### src/rtl/usb_ls_rx_pkg.sv
package usb_ls_rx_pkg;

  // line state encoded as {dp, dm}
  typedef enum logic [1:0] {
    LS_SE0 = 2'b00,
    LS_J   = 2'b01,
    LS_K   = 2'b10,
    LS_SE1 = 2'b11
  } line_t;

  typedef enum logic [1:0] {
    TK_OUT   = 2'd0,
    TK_IN    = 2'd1,
    TK_SETUP = 2'd2,
    TK_NONE  = 2'd3
  } tok_kind_t;

  // token layout after the PID: address, endpoint, crc5
  localparam int TOK_ADDR_W  = 7;
  localparam int TOK_EP_W    = 4;
  localparam int TOK_CRC_W   = 5;
  localparam int TOK_FIELD_W = TOK_ADDR_W + TOK_EP_W + TOK_CRC_W;

  localparam logic [3:0] PID_OUT   = 4'b0001;
  localparam logic [3:0] PID_IN    = 4'b1001;
  localparam logic [3:0] PID_SETUP = 4'b1101;

  localparam logic [4:0] CRC5_POLY     = 5'b00101;
  localparam logic [4:0] CRC5_RESIDUAL = 5'b01100;

endpackage

### src/rtl/usb_ls_line_sampler.sv
module usb_ls_line_sampler
  import usb_ls_rx_pkg::*;
#(
  parameter int SPB = 4
) (
  input  logic  clk,
  input  logic  rst,
  input  logic  dp_i,
  input  logic  dm_i,
  output line_t ls_o,
  output logic  bit_stb_o
);

  localparam int CW = (SPB > 2) ? $clog2(SPB) : 1;
  localparam logic [CW-1:0] PH_LAST = CW'(SPB - 1);
  localparam logic [CW-1:0] PH_MID  = CW'(SPB / 2);

  logic [1:0]    sync1, sync2;
  line_t         cur;
  logic [CW-1:0] ph, ph_n;
  logic          edge_seen;

  assign edge_seen = (line_t'(sync2) != cur);

  always_comb begin
    if (edge_seen)           ph_n = '0;
    else if (ph == PH_LAST)  ph_n = '0;
    else                     ph_n = ph + 1'b1;
  end

  always_ff @(posedge clk) begin
    if (rst) begin
      sync1     <= 2'b01;
      sync2     <= 2'b01;
      cur       <= LS_J;
      ph        <= '0;
      ls_o      <= LS_J;
      bit_stb_o <= 1'b0;
    end else begin
      sync1     <= {dp_i, dm_i};
      sync2     <= sync1;
      cur       <= line_t'(sync2);
      ph        <= ph_n;
      ls_o      <= line_t'(sync2);
      bit_stb_o <= (ph_n == PH_MID);
    end
  end

  AST_STB_GAP: assert property (@(posedge clk) disable iff (rst)
    bit_stb_o |=> !bit_stb_o);

endmodule

### src/rtl/usb_ls_bit_decoder.sv
module usb_ls_bit_decoder
  import usb_ls_rx_pkg::*;
#(
  parameter int STUFF_RUN = 6,
  parameter int SYNC_MIN_ZEROS = 3
) (
  input  logic       clk,
  input  logic       rst,
  input  line_t      ls_i,
  input  logic       bit_stb_i,
  output logic       pkt_start_o,
  output logic       byte_stb_o,
  output logic [7:0] byte_o,
  output logic       eop_o
);

  localparam int OW = $clog2(STUFF_RUN + 1);
  localparam logic [OW-1:0] RUN_MAX = OW'(STUFF_RUN);
  localparam logic [2:0]    ZMIN    = 3'(SYNC_MIN_ZEROS);

  typedef enum logic [2:0] {
    ST_IDLE, ST_SYNC, ST_DATA, ST_EOP, ST_DROP
  } dec_st_t;

  dec_st_t       st;
  line_t         prev;
  logic [2:0]    zeros;
  logic [OW-1:0] ones;
  logic [2:0]    bitcnt;
  logic [7:0]    sh;
  logic [1:0]    se0cnt;
  logic          dec;

  assign dec = (ls_i == prev);

  always_ff @(posedge clk) begin
    byte_stb_o  <= 1'b0;
    eop_o       <= 1'b0;
    pkt_start_o <= 1'b0;
    if (rst) begin
      st     <= ST_IDLE;
      prev   <= LS_J;
      zeros  <= '0;
      ones   <= '0;
      bitcnt <= '0;
      sh     <= '0;
      se0cnt <= '0;
      byte_o <= '0;
    end else if (bit_stb_i) begin
      case (st)
        ST_IDLE: begin
          if (ls_i == LS_K) begin
            st    <= ST_SYNC;
            zeros <= 3'd1;
            prev  <= LS_K;
          end else begin
            prev <= LS_J;
          end
        end
        ST_SYNC: begin
          if (ls_i == LS_SE0 || ls_i == LS_SE1) begin
            st     <= ST_DROP;
            se0cnt <= (ls_i == LS_SE0) ? 2'd1 : 2'd0;
          end else begin
            prev <= ls_i;
            if (!dec) begin
              if (zeros != 3'd7) zeros <= zeros + 3'd1;
            end else if (ls_i == LS_K && zeros >= ZMIN) begin
              st          <= ST_DATA;
              ones        <= OW'(1);
              bitcnt      <= '0;
              pkt_start_o <= 1'b1;
            end else begin
              st <= ST_IDLE;
            end
          end
        end
        ST_DATA: begin
          if (ls_i == LS_SE0) begin
            st     <= ST_EOP;
            se0cnt <= 2'd1;
          end else if (ls_i == LS_SE1) begin
            st     <= ST_DROP;
            se0cnt <= 2'd0;
          end else begin
            prev <= ls_i;
            if (ones == RUN_MAX) begin
              if (dec) begin
                st     <= ST_DROP;
                se0cnt <= 2'd0;
              end else begin
                ones <= '0;
              end
            end else begin
              sh     <= {dec, sh[7:1]};
              ones   <= dec ? ones + 1'b1 : '0;
              bitcnt <= bitcnt + 3'd1;
              if (bitcnt == 3'd7) begin
                byte_stb_o <= 1'b1;
                byte_o     <= {dec, sh[7:1]};
              end
            end
          end
        end
        ST_EOP: begin
          if (ls_i == LS_SE0) begin
            if (se0cnt != 2'd3) se0cnt <= se0cnt + 2'd1;
          end else if (ls_i == LS_J) begin
            st    <= ST_IDLE;
            prev  <= LS_J;
            eop_o <= (se0cnt >= 2'd2) && (bitcnt == 3'd0);
          end else begin
            st     <= ST_DROP;
            se0cnt <= 2'd0;
          end
        end
        ST_DROP: begin
          if (ls_i == LS_SE0) begin
            se0cnt <= 2'd1;
          end else if (ls_i == LS_J && se0cnt != 2'd0) begin
            st   <= ST_IDLE;
            prev <= LS_J;
          end
        end
        default: st <= ST_IDLE;
      endcase
    end
  end

  AST_BYTE_ON_STROBE: assert property (@(posedge clk) disable iff (rst)
    byte_stb_o |-> $past(bit_stb_i));
  AST_BYTE_IN_DATA: assert property (@(posedge clk) disable iff (rst)
    byte_stb_o |-> $past(st) == ST_DATA);

endmodule

### src/rtl/usb_ls_token_check.sv
module usb_ls_token_check
  import usb_ls_rx_pkg::*;
#(
  parameter int EP_MAX = 2,
  parameter int EP_OW  = 2
) (
  input  logic                  clk,
  input  logic                  rst,
  input  logic                  pkt_start_i,
  input  logic                  byte_stb_i,
  input  logic [7:0]            byte_i,
  input  logic                  eop_i,
  input  logic [TOK_ADDR_W:0]   cfg_i,
  output logic                  tok_valid_o,
  output logic [1:0]            tok_type_o,
  output logic [EP_OW-1:0]      tok_ep_o
);

  localparam logic [TOK_EP_W-1:0] EP_LIM = TOK_EP_W'(EP_MAX);

  logic [7:0]             pid, b1, b2;
  logic [1:0]             nb;
  logic                   extra;
  logic [TOK_FIELD_W-1:0] field;
  logic [TOK_ADDR_W-1:0]  addr;
  logic [TOK_EP_W-1:0]    ep;
  tok_kind_t              kind;
  logic                   pid_ok, crc_ok, accept;

  function automatic logic [4:0] crc5_walk(input logic [TOK_FIELD_W-1:0] d);
    logic [4:0] c;
    logic       fb;
    c = 5'h1f;
    for (int i = 0; i < TOK_FIELD_W; i++) begin
      fb = d[i] ^ c[4];
      c  = {c[3:0], 1'b0} ^ (fb ? CRC5_POLY : 5'b0);
    end
    return c;
  endfunction

  always_comb begin
    field  = {b2, b1};
    addr   = field[TOK_ADDR_W-1:0];
    ep     = field[TOK_ADDR_W +: TOK_EP_W];
    pid_ok = (pid[7:4] == ~pid[3:0]);
    case (pid[3:0])
      PID_OUT:   kind = TK_OUT;
      PID_IN:    kind = TK_IN;
      PID_SETUP: kind = TK_SETUP;
      default:   kind = TK_NONE;
    endcase
    crc_ok = (crc5_walk(field) == CRC5_RESIDUAL);
    accept = eop_i && (nb == 2'd3) && !extra && pid_ok && (kind != TK_NONE)
             && crc_ok && cfg_i[TOK_ADDR_W] && (addr == cfg_i[TOK_ADDR_W-1:0])
             && (ep <= EP_LIM);
  end

  always_ff @(posedge clk) begin
    if (rst) begin
      pid <= '0; b1 <= '0; b2 <= '0;
      nb <= '0; extra <= 1'b0;
      tok_valid_o <= 1'b0;
      tok_type_o  <= '0;
      tok_ep_o    <= '0;
    end else begin
      if (pkt_start_i) begin
        nb    <= '0;
        extra <= 1'b0;
      end else if (byte_stb_i) begin
        case (nb)
          2'd0: pid <= byte_i;
          2'd1: b1  <= byte_i;
          2'd2: b2  <= byte_i;
          default: ;
        endcase
        if (nb == 2'd3) extra <= 1'b1;
        else            nb    <= nb + 2'd1;
      end
      tok_valid_o <= accept;
      if (accept) begin
        tok_type_o <= kind;
        tok_ep_o   <= ep[EP_OW-1:0];
      end
    end
  end

  AST_TOK_AT_EOP: assert property (@(posedge clk) disable iff (rst)
    tok_valid_o |-> $past(eop_i));
  AST_TOK_EP_RANGE: assert property (@(posedge clk) disable iff (rst)
    tok_valid_o |-> tok_ep_o <= EP_OW'(EP_MAX));
  AST_TOK_ENABLED: assert property (@(posedge clk) disable iff (rst)
    tok_valid_o |-> $past(cfg_i[TOK_ADDR_W]));

endmodule

### src/rtl/usb_ls_token_rx.sv
module usb_ls_token_rx
  import usb_ls_rx_pkg::*;
#(
  parameter int SPB       = 4,
  parameter int STUFF_RUN = 6,
  parameter int EP_MAX    = 2
) (
  input  logic       clk,
  input  logic       rst,
  input  logic       dp_i,
  input  logic       dm_i,
  input  logic       cfg_wr_i,
  input  logic [7:0] cfg_wdata_i,
  output logic [7:0] cfg_o,
  output logic       tok_valid_o,
  output logic [1:0] tok_type_o,
  output logic [1:0] tok_ep_o,
  output logic       byte_valid_o,
  output logic [7:0] byte_data_o,
  output logic       byte_eop_o
);

  localparam int CFG_W = TOK_ADDR_W + 1;
  localparam int EP_OW = 2;

  logic [CFG_W-1:0] cfg_q;
  line_t            ls;
  logic             bit_stb, pkt_start, byte_stb, eop;
  logic [7:0]       rx_byte;

  always_ff @(posedge clk) begin
    if (rst)           cfg_q <= '0;
    else if (cfg_wr_i) cfg_q <= cfg_wdata_i;
  end
  assign cfg_o = cfg_q;

  usb_ls_line_sampler #(.SPB(SPB)) u_sampler (
    .clk(clk), .rst(rst), .dp_i(dp_i), .dm_i(dm_i),
    .ls_o(ls), .bit_stb_o(bit_stb)
  );

  usb_ls_bit_decoder #(.STUFF_RUN(STUFF_RUN), .SYNC_MIN_ZEROS(3)) u_decoder (
    .clk(clk), .rst(rst), .ls_i(ls), .bit_stb_i(bit_stb),
    .pkt_start_o(pkt_start), .byte_stb_o(byte_stb), .byte_o(rx_byte),
    .eop_o(eop)
  );

  usb_ls_token_check #(.EP_MAX(EP_MAX), .EP_OW(EP_OW)) u_token (
    .clk(clk), .rst(rst), .pkt_start_i(pkt_start), .byte_stb_i(byte_stb),
    .byte_i(rx_byte), .eop_i(eop), .cfg_i(cfg_q),
    .tok_valid_o(tok_valid_o), .tok_type_o(tok_type_o), .tok_ep_o(tok_ep_o)
  );

  always_ff @(posedge clk) begin
    if (rst) begin
      byte_valid_o <= 1'b0;
      byte_data_o  <= '0;
      byte_eop_o   <= 1'b0;
    end else begin
      byte_valid_o <= byte_stb & cfg_q[CFG_W-1];
      byte_eop_o   <= eop & cfg_q[CFG_W-1];
      if (byte_stb) byte_data_o <= rx_byte;
    end
  end

  AST_CFG_CLEARED: assert property (@(posedge clk) disable iff (rst)
    $past(rst) |-> cfg_q == '0);
  AST_BYTE_NEEDS_EN: assert property (@(posedge clk) disable iff (rst)
    byte_valid_o |-> $past(cfg_q[CFG_W-1]));

endmodule

### config.mk
export PLATFORM = sky130hd
export DESIGN_NAME = usb_ls_token_rx
export DESIGN_NICKNAME = d
export VERILOG_FILES = /design/src/rtl/usb_ls_rx_pkg.sv /design/src/rtl/usb_ls_line_sampler.sv /design/src/rtl/usb_ls_bit_decoder.sv /design/src/rtl/usb_ls_token_check.sv /design/src/rtl/usb_ls_token_rx.sv
export SDC_FILE = /design/constraint.sdc
export NUM_CORES = 1
export LEC_CHECK = 0
export BUFFER_PORTS_ARGS = -buffer_cell sky130_fd_sc_hd__buf_4
export CAP_MARGIN = 40
export CORE_AREA = 10 10 97 116
export CTS_BUF_LIST = sky130_fd_sc_hd__clkbuf_8
export DETAILED_ROUTE_END_ITERATION = 10
export DIE_AREA = 0 0 107 126
export PLACE_DENSITY = 0.65
export SLEW_MARGIN = 5
export SYNTH_ARGS = -nofsm -noshare
export SYNTH_HDL_FRONTEND = slang
export SYNTH_SLANG_ARGS = --single-unit
### constraint.sdc
create_clock -name clk -period 3.1 [get_ports clk]
set_input_delay 0.62 -clock clk [delete_from_list [all_inputs] [get_ports clk]]
set_output_delay 0.62 -clock clk [all_outputs]
set_load 0.05 [all_outputs]
# == Yosys cells after proc, flatten, opt, wreduce, memory -nomap -nowiden ==
# Index checks and enable logic that the tools add are counted.
# word_totals
ff_bits,94
inputBits,13
out_inout_bits,23
elab_cells,241
# classes
add_sub_neg,6
order_cmp,3
n_eq_ne,46
mux,74
bitwise,45
n_reduce_logical,39
# op_table
cell,n
3-bit two-way mux,44
5-bit bitwise XOR,15
2-bit two-way mux,20
8-bit AND reduction,4
2-bit inequality test (second input constant),9
3-bit case mux with 2 select lines,3
2-bit by 1-bit inequality test with 1-bit output (second input constant),8
3-bit case mux with 5 select lines,1
1-bit bitwise XOR,15
2-bit equality test (second input constant),6
6-bit AND reduction,2
1-bit logical AND,11
1-bit NOT,11
2-bit case mux with 5 select lines,1
5-bit OR reduction,2
3-bit by 1-bit adder with 3-bit output (second input constant),3
3-bit equality test (second input constant),3
3-bit inequality test (second input constant),3
3-bit AND reduction,3
9-bit AND reduction,1
4-bit equality test (second input constant),2
4-bit by 1-bit inequality test with 1-bit output (second input constant),2
4-bit NOT,2
2-bit case mux with 4 select lines,1
29 further kinds,41

# == Depth between registers and ports, before layout ==
# Gate-level depths: netlist of the first run.
# logic_depth
depth_word,52
mapped_depth,10

# == Hierarchy ==
# Synthesis of the first run repeated with hierarchy kept, for this count alone.
# unflattened
cells_unflattened,506
area_unflattened_um2,4608.2
# by_module_without_submodules
mod,instances,cells_each,area_per_inst_um2
usb_ls_bit_decoder,1,233,2018.2
usb_ls_token_check,1,194,1659.1
usb_ls_token_rx,1,56,640.6
usb_ls_line_sampler,1,23,290.3

# == Worst setup path before layout of the first run ==
# OpenSTA, ideal clock, no wires.
# synth_path
path_type,register to register
from,reg u_sampler.ls_o[0]
to,reg u_decoder.ones[1]
setup_ps,70
arrival_ps,2500
t_required_ps,3030
path_slack_ps,530
stages_incl_launch_ff,11
n_path_buf,2
cell_sequence,dfxtp_1 -> inv_1 -> ha_1 -> clkbuf_1 -> nand2_1 -> nor2_1 -> a31oi_1 -> or3_1 -> clkbuf_1 -> or4b_2 -> a21oi_1
# synth_between
elab_chain_cells,6
word_cells_on_any_way,18
cone_classes,9 x eq/ne; 5 x mux; 4 x reduce/logical
# synth_rtl
element,line,text
start: declaration,usb_ls_line_sampler.sv:10,"output line_t ls_o,"
start signal: assignment,usb_ls_line_sampler.sv:44,ls_o <= line_t'(sync2);
2-bit equality test,usb_ls_bit_decoder.sv:34,assign dec = (ls_i == prev);
3-bit two-way mux,usb_ls_bit_decoder.sv:96,ones <= dec ? ones + 1'b1 : '0;
3-bit two-way mux,usb_ls_bit_decoder.sv:87,if (ones == RUN_MAX) begin
3-bit two-way mux,usb_ls_bit_decoder.sv:82,end else if (ls_i == LS_SE1) begin
3-bit two-way mux,usb_ls_bit_decoder.sv:79,if (ls_i == LS_SE0) begin
3-bit case mux with 2 select lines,usb_ls_bit_decoder.sv:50,case (st)
end signal: assignment,usb_ls_bit_decoder.sv:96,
end: declaration,usb_ls_bit_decoder.sv:28,logic [OW-1:0] ones;
# Parallel ways exist; a longest one is shown, timed or not. The select of a mux whose other input is x is not followed.
# A chain may end at the register's enable or synchronous reset.

# == Final worst setup path of the first run ==
# layout_path
from,reg u_sampler.ls_o[1]
to,reg u_decoder.ones[1]
# The elaborated chain is that of the path after synthesis.

==> impl_results.html, run 1 <==
<table>
<tr><th>Metric</th><th>Value</th></tr>
<tr><th colspan="2">Run status</th></tr>
<tr><td>Result of the run</td><td>finished clean</td></tr>
<tr><th colspan="2">Floorplan</th></tr>
<tr><td>Floorplan die width</td><td>107 µm</td></tr>
<tr><td>Starting Density</td><td>0.491</td></tr>
<tr><td># rows</td><td>38</td></tr>
<tr><td>Die boundary height</td><td>126 µm</td></tr>
<tr><td>Die area</td><td>13500 µm²</td></tr>
<tr><td>Placeable Area</td><td>8940 µm²</td></tr>
<tr><td>I/O pins</td><td>36</td></tr>
<tr><th colspan="2">Clock network</th></tr>
<tr><td>Cells resized by post-CTS repair</td><td>0</td></tr>
<tr><td>Clock latency on the worst-skew pair</td><td>0.36 ns</td></tr>
<tr><td>Clock root buffer</td><td>clkbuf_8</td></tr>
<tr><td>Total number of H-tree levels</td><td>3</td></tr>
<tr><td>Clock buffer count from CTS</td><td>9</td></tr>
<tr><td>Buffers inserted during post-CTS setup optimization</td><td>0</td></tr>
<tr><td>Number of buffers inserted for hold repair after clock tree synthesis</td><td>0</td></tr>
<tr><td>Buffer depth of the longest clock path</td><td>2</td></tr>
<tr><td>CTS tree</td><td>done</td></tr>
<tr><td>Clock tree sinks</td><td>93</td></tr>
<tr><td>Clock transition at the register clock pins on the worst setup and hold paths after CTS</td><td>0.09 ns</td></tr>
<tr><th colspan="2">Timing</th></tr>
<tr><td>Final Hold Fails</td><td>0</td></tr>
<tr><td>Count of final setup violators</td><td>0</td></tr>
<tr><td>Setup TNS Final</td><td>0 ns</td></tr>
<tr><td>Max-slew headroom at the worst pin</td><td>0.577</td></tr>
<tr><td>Slew Viols, Final</td><td>0</td></tr>
<tr><td>Worst-case setup margin in the final layout</td><td>0.424 ns</td></tr>
<tr><td>Worst clock skew on the final layout</td><td>between 0.005 and 0.006 ns</td></tr>
<tr><td>Achievable clock frequency</td><td>0.374 GHz</td></tr>
<tr><td>RSZ-0062 raised after global routing</td><td>no</td></tr>
<tr><td>Final hold slack</td><td>0.421 ns</td></tr>
<tr><td>Post-route clock period utilization</td><td>0.863</td></tr>
<tr><td>Pin slew with the least headroom to its limit</td><td>~0.63 ns</td></tr>
<tr><td>Shortest clock period the worst path allows after layout</td><td>2.68 ns</td></tr>
<tr><th colspan="2">Logic synthesis</th></tr>
<tr><td>Sequential share of the synthesized area</td><td>0.424</td></tr>
<tr><td>Dominant register cell in the synthesized netlist</td><td>dfxtp_1</td></tr>
<tr><td>Share of synthesized registers carrying an async set or reset</td><td>0</td></tr>
<tr><td>Unique cell type count in the Yosys netlist</td><td>53</td></tr>
<tr><td>Number of synthesized flops with an enable pin</td><td>0</td></tr>
<tr><td>Syn nets</td><td>532</td></tr>
<tr><td>Yosys warning total</td><td>0</td></tr>
<tr><td>Seq cells post-synth</td><td>93</td></tr>
<tr><td>Syn avg cell area</td><td>8.81 µm²</td></tr>
<tr><td>Cells after Synth</td><td>about 500</td></tr>
<tr><td>Cell Area, Synth</td><td>4390 µm²</td></tr>
<tr><th colspan="2">Critical path</th></tr>
<tr><td>Required time worst endpoint</td><td>3.39 ns</td></tr>
<tr><td>Worst EP arrival</td><td>around 3.0 ns</td></tr>
<tr><td>Path type of the worst setup path</td><td>flop to flop</td></tr>
<tr><td>Maximum fanout along the worst path</td><td>8</td></tr>
<tr><td>Startpoint type of the worst setup path</td><td>flop</td></tr>
<tr><td>Setup crit end kind</td><td>flop</td></tr>
<tr><th colspan="2">Cells and area</th></tr>
<tr><td>Util after Layout</td><td>0.557</td></tr>
<tr><td>Proportion of layout cells with a drive suffix above 1</td><td>0.137</td></tr>
<tr><td>Most frequent cells in the layout</td><td>dfxtp_1, a21oi_1, nand2_1, nor2_1, buf_4</td></tr>
<tr><td>Synthesis-to-finish area growth</td><td>13.6%</td></tr>
<tr><td>Antenna Diode Count</td><td>0</td></tr>
<tr><td>Fillcell total</td><td>821</td></tr>
<tr><td>Most common library cell in the layout ignoring fill and taps</td><td>dfxtp_1</td></tr>
<tr><td>Finished Layout Cells</td><td>652</td></tr>
<tr><td>Final Net Count</td><td>561</td></tr>
<tr><th colspan="2">Place</th></tr>
<tr><td>Number of port buffers</td><td>35</td></tr>
<tr><td>Final weighted congestion in routability-driven placement</td><td>0.848</td></tr>
<tr><td>DPL Wire Length</td><td>roughly 7.0 mm</td></tr>
<tr><td>Setup WS pre-CTS</td><td>approximately 0.44 ns</td></tr>
<tr><td>Placed Cells</td><td>636</td></tr>
<tr><th colspan="2">Power and ir drop</th></tr>
<tr><td>Highest ir drop seen on vdd</td><td>0.000225 V</td></tr>
<tr><td>Power density over cell area</td><td>442 nW/µm²</td></tr>
<tr><td>Leakage power figure</td><td>~2.0 nW</td></tr>
<tr><th colspan="2">Global route</th></tr>
<tr><td>Total routing resource utilization after global routing</td><td>0.144</td></tr>
<tr><td>Maximum number of pins on one net before global-route repair</td><td>65</td></tr>
<tr><td>Global-route wire length before repair</td><td>15.9 mm</td></tr>
<tr><td>Overflow left after global routing</td><td>0</td></tr>
<tr><td>Number of global-route vias before repair</td><td>3332</td></tr>
<tr><td>Antenna violations before repair</td><td>0</td></tr>
<tr><th colspan="2">Run</th></tr>
<tr><td>Max Cap Violations</td><td>0</td></tr>
<tr><th colspan="2">Drt</th></tr>
<tr><td>Length of the first detailed-routing pass in iterations</td><td>4</td></tr>
<tr><td>Antenna Nets Post-Route</td><td>0</td></tr>
<tr><td>Vias per cell</td><td>5.31</td></tr>
<tr><td>Starting DRT DRC Count</td><td>170</td></tr>
<tr><td>DRC</td><td>0</td></tr>
<tr><td>WL/cell</td><td>14.9 µm</td></tr>
<tr><td>Vias post-DR</td><td>3465</td></tr>
<tr><td>Wirelength, routed</td><td>9.73 mm</td></tr>
<tr><th colspan="2">Min path</th></tr>
<tr><td>Path category of the worst min-delay check</td><td>flop to flop</td></tr>
</table>
registers in the layout, summed over array words and instances, names as in the netlist, 2 cells and up:
name / count
u_sampler.sync1: 2
u_decoder.zeros: 3
u_decoder.ones: 3
u_decoder.st: 3
u_sampler.ls_o: 2
u_sampler.ph: 2
u_decoder.bitcnt: 3
u_token.nb: 2
u_token.pid: 8
cfg_o: 8
u_decoder.byte_o: 8
u_sampler.sync2: 2
u_decoder.prev: 2
byte_data_o: 8
u_token.b2: 8
u_decoder.sh: 7
u_decoder.se0cnt: 2
u_token.b1: 8
u_token.tok_ep_o: 2
u_token.tok_type_o: 2
logic make-up (layout without fill, tap and decap cells):
| family | count (synthesis) | in the layout | share of synthesized area |
|---|---|---|---|
| buf+inv | 39 | 73 | 0.0334 |
| compound gates | 85 | 85 | 0.119 |
| xor+xnor | 31 | 31 | 0.0713 |
| simple gates | 200 | 200 | 0.225 |
| mux | 29 | 29 | 0.0673 |
| fa+ha+maj | 21 | 21 | 0.0599 |
| flops | 93 | 93 | 0.424 |
path summary, 6_finish.rpt:
kind,start,to,slack (ns),depth (start not counted)
worst max-delay path,u_sampler.ls_o[1],u_decoder.ones[1],0.42,8
worst min-delay path,u_sampler.sync1[0],u_sampler.sync2[0],0.42,1
worst min register to register,u_sampler.sync1[0],u_sampler.sync2[0],0.42,1
worst max register to register,u_sampler.ls_o[1],u_decoder.ones[1],0.42,8
layout make-up:
cell class	instances	area [µm²]	share of cell area
repair buffers	43	323	0.0648
well taps	120	150	0.0301
clock inverters	5	65.1	0.0131
clock buffers	11	151	0.0304
multi-input cells	366	2380	0.477
inverters	14	52.6	0.0105
flip-flops and latches	93	1860	0.374
per-stage QoR:
step / total power [mW] / instance area, µm²
after global routing: 2.28 / 4980
after CTS: 2.23 / 4980
after detailed placement: 1.36 / 4770
final: 2.20 / 4980
after floorplan: 1.32 / 4390
after global placement: 1.36 / 4770
cells in the mapped netlist, types with 3 or more instances:
library cell | count | share of area
clkbuf_1 | 20 | 0.017
nor3b_1 | 3 | 0.0051
xnor3_1 | 3 | 0.015
o21ai_0 | 10 | 0.011
ha_1 | 21 | 0.060
or2_2 | 5 | 0.0071
xor2_1 | 14 | 0.028
inv_1 | 14 | 0.012
buf_1 | 5 | 0.0043
and3b_1 | 3 | 0.0060
a31oi_1 | 3 | 0.0043
a311oi_1 | 4 | 0.0080
dfxtp_1 | 93 | 0.42
xnor2_1 | 14 | 0.028
or3_1 | 4 | 0.0057
nand4_1 | 4 | 0.0057
nor2_1 | 49 | 0.042
nand2_1 | 54 | 0.046
nor2b_1 | 10 | 0.014
nor3_1 | 8 | 0.0091
a21oi_1 | 54 | 0.062
mux2i_1 | 28 | 0.064
nand2b_1 | 4 | 0.0057
nand3_1 | 34 | 0.039
and3_1 | 4 | 0.0057
where the power goes:
part / switching, mW / internal (mW)
combinational: 0.0713 / 0.0433
sequential: 0.0129 / 1.21
clock: 0.439 / 0.427
total: 0.523 / 1.68
worst max-delay path, stage by stage, from the launching register on:
cell and delay [ns]:
dfxtp_1 0.46, inv_1 0.12, ha_1 0.43, nand2_1 0.09, nor2_1 0.14, a31oi_1 0.11
or3_1 0.47, or4b_2 0.66, a21oi_1 0.14
metal layers:
layer / share of wire / vias up / GRT usage
met5: 0 / - / 0
met4: 0.021 / 0 / 0.0646
met3: 0.044 / 15 / 0.0352
met2: 0.52 / 72 / 0.258
met1: 0.42 / 1602 / 0.156
li1: - / 1776 / -
Note: power is estimated with default switching activity, not from simulation.
==> inputs of run 2 (changes only) <==
--- a/config.mk
+++ b/config.mk
@@ -5,13 +5,14 @@
 export SDC_FILE = /design/constraint.sdc
 export NUM_CORES = 1
 export LEC_CHECK = 0
+export ABC_AREA = 1
 export BUFFER_PORTS_ARGS = -buffer_cell sky130_fd_sc_hd__buf_4
 export CAP_MARGIN = 40
-export CORE_AREA = 10 10 97 116
+export CORE_AREA = 10 10 99 119
 export CTS_BUF_LIST = sky130_fd_sc_hd__clkbuf_8
 export DETAILED_ROUTE_END_ITERATION = 10
-export DIE_AREA = 0 0 107 126
-export PLACE_DENSITY = 0.65
+export DIE_AREA = 0 0 109 129
+export PLACE_DENSITY = 0.71
 export SLEW_MARGIN = 5
 export SYNTH_ARGS = -nofsm -noshare
 export SYNTH_HDL_FRONTEND = slang
==> run 2 against run 1 <==
Against the previous run: utilization down 1.0 points; final cell count up 24%; sequential share of layout area down 1.2 points; critical endpoint is now u_decoder.ones[0].
==> impl_results.html, run 2 <==
<table>
<tr><th>Metric</th><th>Value</th></tr>
<tr><th colspan="2">Logic synthesis</th></tr>
<tr><td>Cell types occupying the most area after synthesis</td><td>dfxtp_1, nand2_1, nor2_1</td></tr>
<tr><td>Seq cells post-synth</td><td>93 (unchanged)</td></tr>
<tr><td>Share of the synthesized area in the top cell type</td><td>0.404 (-0.0204)</td></tr>
<tr><td>Cells after Synth</td><td>654 (+31%)</td></tr>
<tr><td>Number of synthesized flops with an enable pin</td><td>0 (unchanged)</td></tr>
<tr><td>Count leader, synth</td><td>nand2_1</td></tr>
<tr><td>Cell Area, Synth</td><td>4610 µm² (+5.0%)</td></tr>
<tr><td>Share of synthesized cell area in full adder, half adder and majority cells</td><td>0.0570 (-0.00288)</td></tr>
<tr><td>Sequential share of the synthesized area</td><td>0.404 (-0.0204)</td></tr>
<tr><td>Share of synthesized area spent on multiplexers</td><td>0 (-0.0673)</td></tr>
<tr><td>Dominant register cell in the synthesized netlist</td><td>dfxtp_1</td></tr>
<tr><td>Syn nets</td><td>688 (+29%)</td></tr>
<tr><td>Cell type with the highest aggregate area in the netlist</td><td>dfxtp_1</td></tr>
<tr><td>Most frequent cells after synthesis</td><td>nand2_1, nor2_1, dfxtp_1</td></tr>
<tr><td>Dominant combinational cell family by area after synthesis</td><td>simple AND/OR/NAND/NOR gates</td></tr>
<tr><td>Area fraction in compound gates after synthesis</td><td>0.148 (+0.0291)</td></tr>
<tr><td>Yosys warning total</td><td>0 (unchanged)</td></tr>
<tr><td>Basic-gate share of the synthesized area counting and, or, nand and nor cells</td><td>0.274 (+0.0486)</td></tr>
<tr><td>Share of synthesized registers carrying an async set or reset</td><td>0 (unchanged)</td></tr>
<tr><td>Unique cell type count in the Yosys netlist</td><td>33 (-38%)</td></tr>
<tr><td>Syn avg cell area</td><td>7.05 µm² (-20%)</td></tr>
<tr><td>Area share of xor/xnor cells in the synthesized design</td><td>0.0228 (-0.0485)</td></tr>
<tr><th colspan="2">Clock network</th></tr>
<tr><td>Total number of H-tree levels</td><td>3 (unchanged)</td></tr>
<tr><td>Number of buffers inserted for hold repair after clock tree synthesis</td><td>0 (unchanged)</td></tr>
<tr><td>Clock tree sinks</td><td>93 (unchanged)</td></tr>
<tr><td>Buffer depth of the longest clock path</td><td>2 (unchanged)</td></tr>
<tr><td>Clock buffer count from CTS</td><td>9 (unchanged)</td></tr>
<tr><td>Cells resized by post-CTS repair</td><td>0 (unchanged)</td></tr>
<tr><td>CTS tree</td><td>done</td></tr>
<tr><td>Clock transition at the register clock pins on the worst setup and hold paths after CTS</td><td>0.09 ns (about the same)</td></tr>
<tr><td>Clock root buffer</td><td>clkbuf_8</td></tr>
<tr><td>Buffers inserted during post-CTS setup optimization</td><td>0 (unchanged)</td></tr>
<tr><td>Clock latency on the worst-skew pair</td><td>0.37 ns (about the same)</td></tr>
<tr><th colspan="2">Drt</th></tr>
<tr><td>WL/cell</td><td>13.3 µm (-11%)</td></tr>
<tr><td>Vias per cell</td><td>5.02 (-5.5%)</td></tr>
<tr><td>DRC</td><td>0 (unchanged)</td></tr>
<tr><td>Length of the first detailed-routing pass in iterations</td><td>5 (+1)</td></tr>
<tr><td>Starting DRT DRC Count</td><td>173 (+1.8%)</td></tr>
<tr><td>Vias post-DR</td><td>4075 (+18%)</td></tr>
<tr><td>Wirelength, routed</td><td>10.8 mm (+11%)</td></tr>
<tr><td>Antenna Nets Post-Route</td><td>0 (unchanged)</td></tr>
<tr><th colspan="2">Cells and area</th></tr>
<tr><td>Most common library cell in the layout ignoring fill and taps</td><td>nand2_1</td></tr>
<tr><td>Antenna Diode Count</td><td>0 (unchanged)</td></tr>
<tr><td>Fillcell total</td><td>905 (+10%)</td></tr>
<tr><td>Proportion of layout cells with a drive suffix above 1</td><td>0.116 (-0.0209)</td></tr>
<tr><td>Finished Layout Cells</td><td>811 (+24%)</td></tr>
<tr><td>Most frequent cells in the layout</td><td>nand2_1, nor2_1, dfxtp_1, inv_1, o21ai_0</td></tr>
<tr><td>Synthesis-to-finish area growth</td><td>11.8%</td></tr>
<tr><td>Final Net Count</td><td>717 (+28%)</td></tr>
<tr><th colspan="2">Critical path</th></tr>
<tr><td>Startpoint type of the worst setup path</td><td>flop</td></tr>
<tr><td>Critical path's largest stage delay</td><td>0.46 ns (-0.20 ns)</td></tr>
<tr><td>Worst EP arrival</td><td>2.32 ns (-0.65 ns)</td></tr>
<tr><td>Worst Reg-to-Reg Cells</td><td>9 (+1)</td></tr>
<tr><td>Required time worst endpoint</td><td>3.35 ns (-0.04 ns)</td></tr>
<tr><td>Setup crit end kind</td><td>flop</td></tr>
<tr><td>Worst path cell trace</td><td>inv_1 &gt; ha_1 &gt; nand3_1 &gt; nand2_1 &gt; nand3_2 &gt; nor2_1 &gt; nand2_1 &gt; nor3_1 &gt; nor3_1</td></tr>
<tr><td>Maximum fanout along the worst path</td><td>6 (-2)</td></tr>
<tr><td>Slowest cell on the critical path</td><td>dfxtp_1</td></tr>
<tr><td>Minimum setup slack among reg-to-reg paths</td><td>1.03 ns (+0.61 ns)</td></tr>
<tr><td>Reg2reg end</td><td>u_decoder.ones[0]</td></tr>
<tr><td>Reg-to-Reg Start</td><td>u_sampler.ls_o[0]</td></tr>
<tr><td>Path type of the worst setup path</td><td>flop to flop</td></tr>
<tr><th colspan="2">Global route</th></tr>
<tr><td>Maximum number of pins on one net before global-route repair</td><td>50 (-23%)</td></tr>
<tr><td>Global-route wire length before repair</td><td>18.1 mm (+14%)</td></tr>
<tr><td>Antenna violations before repair</td><td>0 (unchanged)</td></tr>
<tr><td>Number of global-route vias before repair</td><td>3931 (+18%)</td></tr>
<tr><td>Total routing resource utilization after global routing</td><td>0.159 (+0.0142)</td></tr>
<tr><td>Overflow left after global routing</td><td>0 (unchanged)</td></tr>
<tr><th colspan="2">Timing</th></tr>
<tr><td>Pin slew with the least headroom to its limit</td><td>0.605 ns (-0.0296 ns)</td></tr>
<tr><td>Final Hold Fails</td><td>0 (unchanged)</td></tr>
<tr><td>RSZ-0062 raised after global routing</td><td>no</td></tr>
<tr><td>Setup TNS Final</td><td>0 ns (unchanged)</td></tr>
<tr><td>Post-route clock period utilization</td><td>0.668 (-0.196)</td></tr>
<tr><td>Slew Viols, Final</td><td>0 (unchanged)</td></tr>
<tr><td>Count of final setup violators</td><td>0 (unchanged)</td></tr>
<tr><td>Max-slew headroom at the worst pin</td><td>0.595 (+0.0186)</td></tr>
<tr><td>Achievable clock frequency</td><td>0.483 GHz (+29%)</td></tr>
<tr><td>Shortest clock period the worst path allows after layout</td><td>2.07 ns (-0.607 ns)</td></tr>
<tr><td>Worst clock skew on the final layout</td><td>0.00873 ns (+0.00309 ns)</td></tr>
<tr><th colspan="2">Place</th></tr>
<tr><td>Placed Cells</td><td>795 (+25%)</td></tr>
<tr><td>Final weighted congestion in routability-driven placement</td><td>0.890 (+4.9%)</td></tr>
<tr><td>DPL Wire Length</td><td>8.18 mm (+16%)</td></tr>
<tr><td>Number of port buffers</td><td>35 (unchanged)</td></tr>
<tr><th colspan="2">Power and ir drop</th></tr>
<tr><td>Power consumption</td><td>2.20 mW (about the same)</td></tr>
<tr><td>Power density over cell area</td><td>428 nW/µm² (-3.2%)</td></tr>
<tr><td>Highest ir drop seen on vdd</td><td>0.000283 V (+26%)</td></tr>
<tr><td>Leakage power figure</td><td>2.32 nW (+19%)</td></tr>
<tr><th colspan="2">Floorplan</th></tr>
<tr><td># rows</td><td>39 (+2.6%)</td></tr>
<tr><td>Die boundary height</td><td>129 µm (+2.4%)</td></tr>
<tr><td>I/O pins</td><td>36 (unchanged)</td></tr>
<tr><td>Starting Density</td><td>0.489 (-0.00146)</td></tr>
<tr><td>Die area</td><td>14100 µm² (+4.3%)</td></tr>
<tr><td>Floorplan die width</td><td>109 µm (+1.9%)</td></tr>
<tr><td>Placeable Area</td><td>9420 µm² (+5.4%)</td></tr>
<tr><th colspan="2">Min path</th></tr>
<tr><td>Path category of the worst min-delay check</td><td>flop to flop</td></tr>
<tr><td>Number of cells on the worst hold path</td><td>2 (+1)</td></tr>
<tr><td>Beginning of the worst hold path</td><td>u_sampler.sync1[1]</td></tr>
<tr><td>Destination of the worst hold path</td><td>u_sampler.sync2[1]</td></tr>
<tr><th colspan="2">Run</th></tr>
<tr><td>Max Cap Violations</td><td>0 (unchanged)</td></tr>
<tr><th colspan="2">Run status</th></tr>
<tr><td>Result of the run</td><td>finished clean</td></tr>
</table>
run 2: worst max-delay path: cells and delay by family, from the launching register on:
| family | cells | cell delay [ns] |
|---|---|---|
| buffers and inverters | 1 | 0.12 |
| flip-flops | 1 | 0.46 |
| AND/OR/NAND/NOR | 7 | 0.91 |
| adder cells (fa/ha/maj) | 1 | 0.46 |
run 2: how the worst max path moves through the flow:
| stage | startpoint | endpoint | slack (ns) |
|---|---|---|---|
| 2_1_floorplan | u_sampler.ls_o[0] | u_decoder.st[2] | 1.30 |
| 3_3_place_gp | u_sampler.ls_o[0] | u_decoder.byte_o[3] | 1.10 |
| 3_5_place_dp | u_sampler.ls_o[0] | u_decoder.byte_o[3] | 1.04 |
| 4_1_cts | u_sampler.ls_o[0] | u_decoder.byte_o[4] | 1.02 |
| 5_1_grt | u_sampler.ls_o[0] | u_decoder.st[2] | 0.72 |
| 6_report | u_sampler.ls_o[0] | u_decoder.ones[0] | 1.03 |
run 2: area by class of cell:
| type | count | area (µm²) | share of cell area |
|---|---|---|---|
| multi-input combinational | 452 | 2310 | 0.448 |
| sequential | 93 | 1860 | 0.361 |
| inverter | 91 | 347 | 0.0673 |
| timing repair buffer | 36 | 270 | 0.0525 |
| tap | 123 | 154 | 0.0299 |
| clock buffer | 10 | 138 | 0.0267 |
| clock inverter | 6 | 71.3 | 0.0138 |
run 2: power breakdown:
part | internal, mW | total, mW | switching, mW
Sequential | 1.21 | 1.22 | 0.0106
Combinational | 0.0421 | 0.128 | 0.0861
Clock | 0.404 | 0.856 | 0.452
run 2: logic make-up after synthesis:
| logic type | Yosys count |
|---|---|
| and+or+nand+nor | 287 |
| AOI/OAI and AO/OA | 132 |
| buffers and inverters | 109 |
| DFF | 93 |
| adders and majority gates | 21 |
| xor gates and xnor gates | 12 |
run 2: metrics by stage:
stage	hold slack, ns	setup WS, ns	utilization	area (µm²)
finish	0.415	1.03	0.547	5150
global route	0.440	0.724	0.547	5150
CTS	0.428	1.02	0.547	5150
detailed placement	0.405	1.04	0.525	4940
global placement	0.399	1.10	0.525	4940
floorplan	0.388	1.30	-	4610
run 2: routing by layer:
| metal | vias to the layer above | track usage | share of wire |
|---|---|---|---|
| li1 | 2137 | - | - |
| met1 | 1865 | 0.172 | 0.42 |
| met2 | 58 | 0.297 | 0.54 |
| met3 | 15 | 0.0205 | 0.027 |
| met4 | 0 | 0.0676 | 0.018 |
| met5 | - | 0 | 0 |
==> inputs of run 3 (changes only) <==
==> constraint.sdc (replaced) <==
create_clock -name clk -period 2.05 [get_ports clk]
set_input_delay 0.41 -clock clk [delete_from_list [all_inputs] [get_ports clk]]
set_output_delay 0.41 -clock clk [all_outputs]
set_load 0.05 [all_outputs]
==> run 3 against run 2 <==
Against the previous run: global-route usage barely moved; via count down 0.22%; largest power group unchanged; die area unchanged; clock power is 46% higher; fmax increased by 11%; worst hold slack got worse by 0.20 ns; sequential cell count unchanged; cell area is 0.75% higher; non-clock buffer count rose by 5; critical path depth unchanged; critical endpoint is now u_decoder.byte_o[0]; sequential power rose by 51%.
==> impl_results.html, run 3 (synthesis results as in run 2) <==
<table>
<tr><th>Metric</th><th>Value</th></tr>
<tr><th colspan="2">Run status</th></tr>
<tr><td>Result of the run</td><td>finished clean</td></tr>
<tr><th colspan="2">Cells and area</th></tr>
<tr><td>Final Net Count</td><td>722 (+0.70%)</td></tr>
<tr><td>Finished Layout Cells</td><td>816 (+0.62%)</td></tr>
<tr><td>Area occupied by registers</td><td>1860 µm² (about the same)</td></tr>
<tr><td>Fillcell total</td><td>902 (-0.33%)</td></tr>
<tr><td>Synthesis-to-finish area growth</td><td>12.6%</td></tr>
<tr><td>Antenna Diode Count</td><td>0 (unchanged)</td></tr>
<tr><td>Proportion of layout cells with a drive suffix above 1</td><td>0.128 (+0.0121)</td></tr>
<tr><td>Most common library cell in the layout ignoring fill and taps</td><td>nand2_1</td></tr>
<tr><td>Combined area of the multi-input logic cells</td><td>2320 µm² (+0.43%)</td></tr>
<tr><td>Most frequent cells in the layout</td><td>nand2_1, nor2_1, dfxtp_1, inv_1, o21ai_0</td></tr>
<tr><th colspan="2">Critical path</th></tr>
<tr><td>Setup crit end kind</td><td>flop</td></tr>
<tr><td>Minimum setup slack among reg-to-reg paths</td><td>0.18 ns (-0.85 ns)</td></tr>
<tr><td>Startpoint type of the worst setup path</td><td>flop</td></tr>
<tr><td>Startpoint of the most critical setup path</td><td>u_sampler.ls_o[0]</td></tr>
<tr><td>Maximum fanout along the worst path</td><td>11 (+5)</td></tr>
<tr><td>Reg-to-Reg Start</td><td>u_sampler.ls_o[0]</td></tr>
<tr><td>Path type of the worst setup path</td><td>flop to flop</td></tr>
<tr><td>Worst EP arrival</td><td>2.14 ns (-0.18 ns)</td></tr>
<tr><td>Required time worst endpoint</td><td>2.32 ns (-1.03 ns)</td></tr>
<tr><th colspan="2">Min path</th></tr>
<tr><td>Beginning of the worst hold path</td><td>dm_i</td></tr>
<tr><td>Path category of the worst min-delay check</td><td>input pin to flop</td></tr>
<tr><th colspan="2">Timing</th></tr>
<tr><td>Slew Viols, Final</td><td>0 (unchanged)</td></tr>
<tr><td>Max-slew headroom at the worst pin</td><td>0.665 (+0.0695)</td></tr>
<tr><td>Count of final setup violators</td><td>0 (unchanged)</td></tr>
<tr><td>Worst clock skew on the final layout</td><td>0.00923 ns (+0.000501 ns)</td></tr>
<tr><td>Shortest clock period the worst path allows after layout</td><td>1.87 ns (-0.202 ns)</td></tr>
<tr><td>Achievable clock frequency</td><td>0.535 GHz (+11%)</td></tr>
<tr><td>Pin slew with the least headroom to its limit</td><td>0.503 ns (-0.103 ns)</td></tr>
<tr><td>Final Hold Fails</td><td>0 (unchanged)</td></tr>
<tr><td>Post-route clock period utilization</td><td>0.911 (+0.243)</td></tr>
<tr><th colspan="2">Clock network</th></tr>
<tr><td>Buffer depth of the longest clock path</td><td>2 (unchanged)</td></tr>
<tr><td>Buffers inserted during post-CTS setup optimization</td><td>0 (unchanged)</td></tr>
<tr><td>Number of buffers inserted for hold repair after clock tree synthesis</td><td>0 (unchanged)</td></tr>
<tr><td>CTS tree</td><td>done</td></tr>
<tr><td>Cells resized by post-CTS repair</td><td>0 (unchanged)</td></tr>
<tr><td>Total number of H-tree levels</td><td>3 (unchanged)</td></tr>
<tr><td>Clock root buffer</td><td>clkbuf_8</td></tr>
<tr><td>Clock buffer count from CTS</td><td>9 (unchanged)</td></tr>
<tr><td>Clock transition at the register clock pins on the worst setup and hold paths after CTS</td><td>0.10 ns (about the same)</td></tr>
<tr><td>Clock tree sinks</td><td>93 (unchanged)</td></tr>
<tr><td>Clock latency on the worst-skew pair</td><td>0.37 ns (about the same)</td></tr>
<tr><th colspan="2">Power and ir drop</th></tr>
<tr><td>Power density over cell area</td><td>634 nW/µm² (+48%)</td></tr>
<tr><td>Power consumption</td><td>3.29 mW (+49%)</td></tr>
<tr><td>Highest ir drop seen on vdd</td><td>0.000412 V (+46%)</td></tr>
<tr><td>Leakage power figure</td><td>2.34 nW (+0.53%)</td></tr>
<tr><th colspan="2">Floorplan</th></tr>
<tr><td>Die area</td><td>14100 µm² (unchanged)</td></tr>
<tr><td>Floorplan die width</td><td>109 µm (unchanged)</td></tr>
<tr><td>Die boundary height</td><td>129 µm (unchanged)</td></tr>
<tr><td>Starting Density</td><td>0.489 (unchanged)</td></tr>
<tr><td>I/O pins</td><td>36 (unchanged)</td></tr>
<tr><td>Placeable Area</td><td>9420 µm² (unchanged)</td></tr>
<tr><td># rows</td><td>39 (unchanged)</td></tr>
<tr><th colspan="2">Place</th></tr>
<tr><td>Number of port buffers</td><td>35 (unchanged)</td></tr>
<tr><td>DPL Wire Length</td><td>8.21 mm (+0.30%)</td></tr>
<tr><td>Final weighted congestion in routability-driven placement</td><td>0.878 (-1.4%)</td></tr>
<tr><td>Placed Cells</td><td>800 (+0.63%)</td></tr>
<tr><th colspan="2">Drt</th></tr>
<tr><td>Wirelength, routed</td><td>10.9 mm (+1.1%)</td></tr>
<tr><td>Vias post-DR</td><td>4066 (-0.22%)</td></tr>
<tr><td>DRC</td><td>0 (unchanged)</td></tr>
<tr><td>Length of the first detailed-routing pass in iterations</td><td>4 (-1)</td></tr>
<tr><td>Vias per cell</td><td>4.98 (-0.83%)</td></tr>
<tr><td>Starting DRT DRC Count</td><td>133 (-23%)</td></tr>
<tr><td>Antenna Nets Post-Route</td><td>0 (unchanged)</td></tr>
<tr><td>WL/cell</td><td>13.3 µm (+0.47%)</td></tr>
<tr><th colspan="2">Global route</th></tr>
<tr><td>Global-route wire length before repair</td><td>17.8 mm (-1.6%)</td></tr>
<tr><td>Antenna violations before repair</td><td>0 (unchanged)</td></tr>
<tr><td>Total routing resource utilization after global routing</td><td>0.158 (-0.000344)</td></tr>
<tr><td>Maximum number of pins on one net before global-route repair</td><td>57 (+14%)</td></tr>
<tr><td>Number of global-route vias before repair</td><td>3921 (-0.25%)</td></tr>
<tr><td>Overflow left after global routing</td><td>0 (unchanged)</td></tr>
<tr><th colspan="2">Run</th></tr>
<tr><td>Max Cap Violations</td><td>0 (unchanged)</td></tr>
</table>
[run 3: layout make-up]
cell class	instances	share of cell area
clock inverters	7	0.0145
repair buffers	41	0.0593
flip-flops and latches	93	0.359
well taps	123	0.0297
multi-input cells	452	0.447
clock buffers	9	0.0239
inverters	91	0.0668
[run 3: final timing paths]
kind / to / depth (start not counted)
setup / recovery: u_decoder.byte_o[0] / 9
setup reg to reg: u_decoder.byte_o[0] / 9
hold reg to reg: u_sampler.sync2[1] / 2
hold / removal: u_sampler.sync1[0] / 2
[run 3: stage by stage]
stage	hold WS, ns	setup WS, ns	setup TNS, ns	util	cell area (µm²)
2_1_floorplan	0.388	0.250	0	-	4610
3_3_place_gp	0.399	0.214	0	0.529	4980
3_5_place_dp	0.405	0.199	0	0.529	4980
4_1_cts	0.200	0.163	0	0.550	5180
5_1_grt	0.211	-0.000373	-0.000373	0.551	5190
6_report	0.213	0.182	0	0.551	5190
[run 3: power breakdown]
part / switching [mW] / leakage (nW) / internal [mW] / total [mW]
Combinational: 0.132 / 1.48 / 0.0651 / 0.197
Sequential: 0.0141 / 0.753 / 1.83 / 1.84
Clock: 0.678 / 0.103 / 0.572 / 1.25
[run 3: per-layer routing]
| layer | vias up | global-route usage | wire length (µm) |
|---|---|---|---|
| met4 | 0 | 0.0730 | 259 |
| li1 | 2158 | - | - |
| met2 | 58 | 0.301 | 5910 |
| met3 | 20 | 0.0285 | 277 |
| met1 | 1830 | 0.161 | 4440 |
| met5 | - | 0 | 0 |
[run 3: critical path, cell delays in order (launching register included)]
cell	delay, ns
dfxtp_1	0.34
inv_1	0.07
ha_1	0.42
nand3_4	0.15
nor2_8	0.17
inv_4	0.08
nor2_4	0.21
inv_1	0.14
nor2_1	0.13
nor2_1	0.06
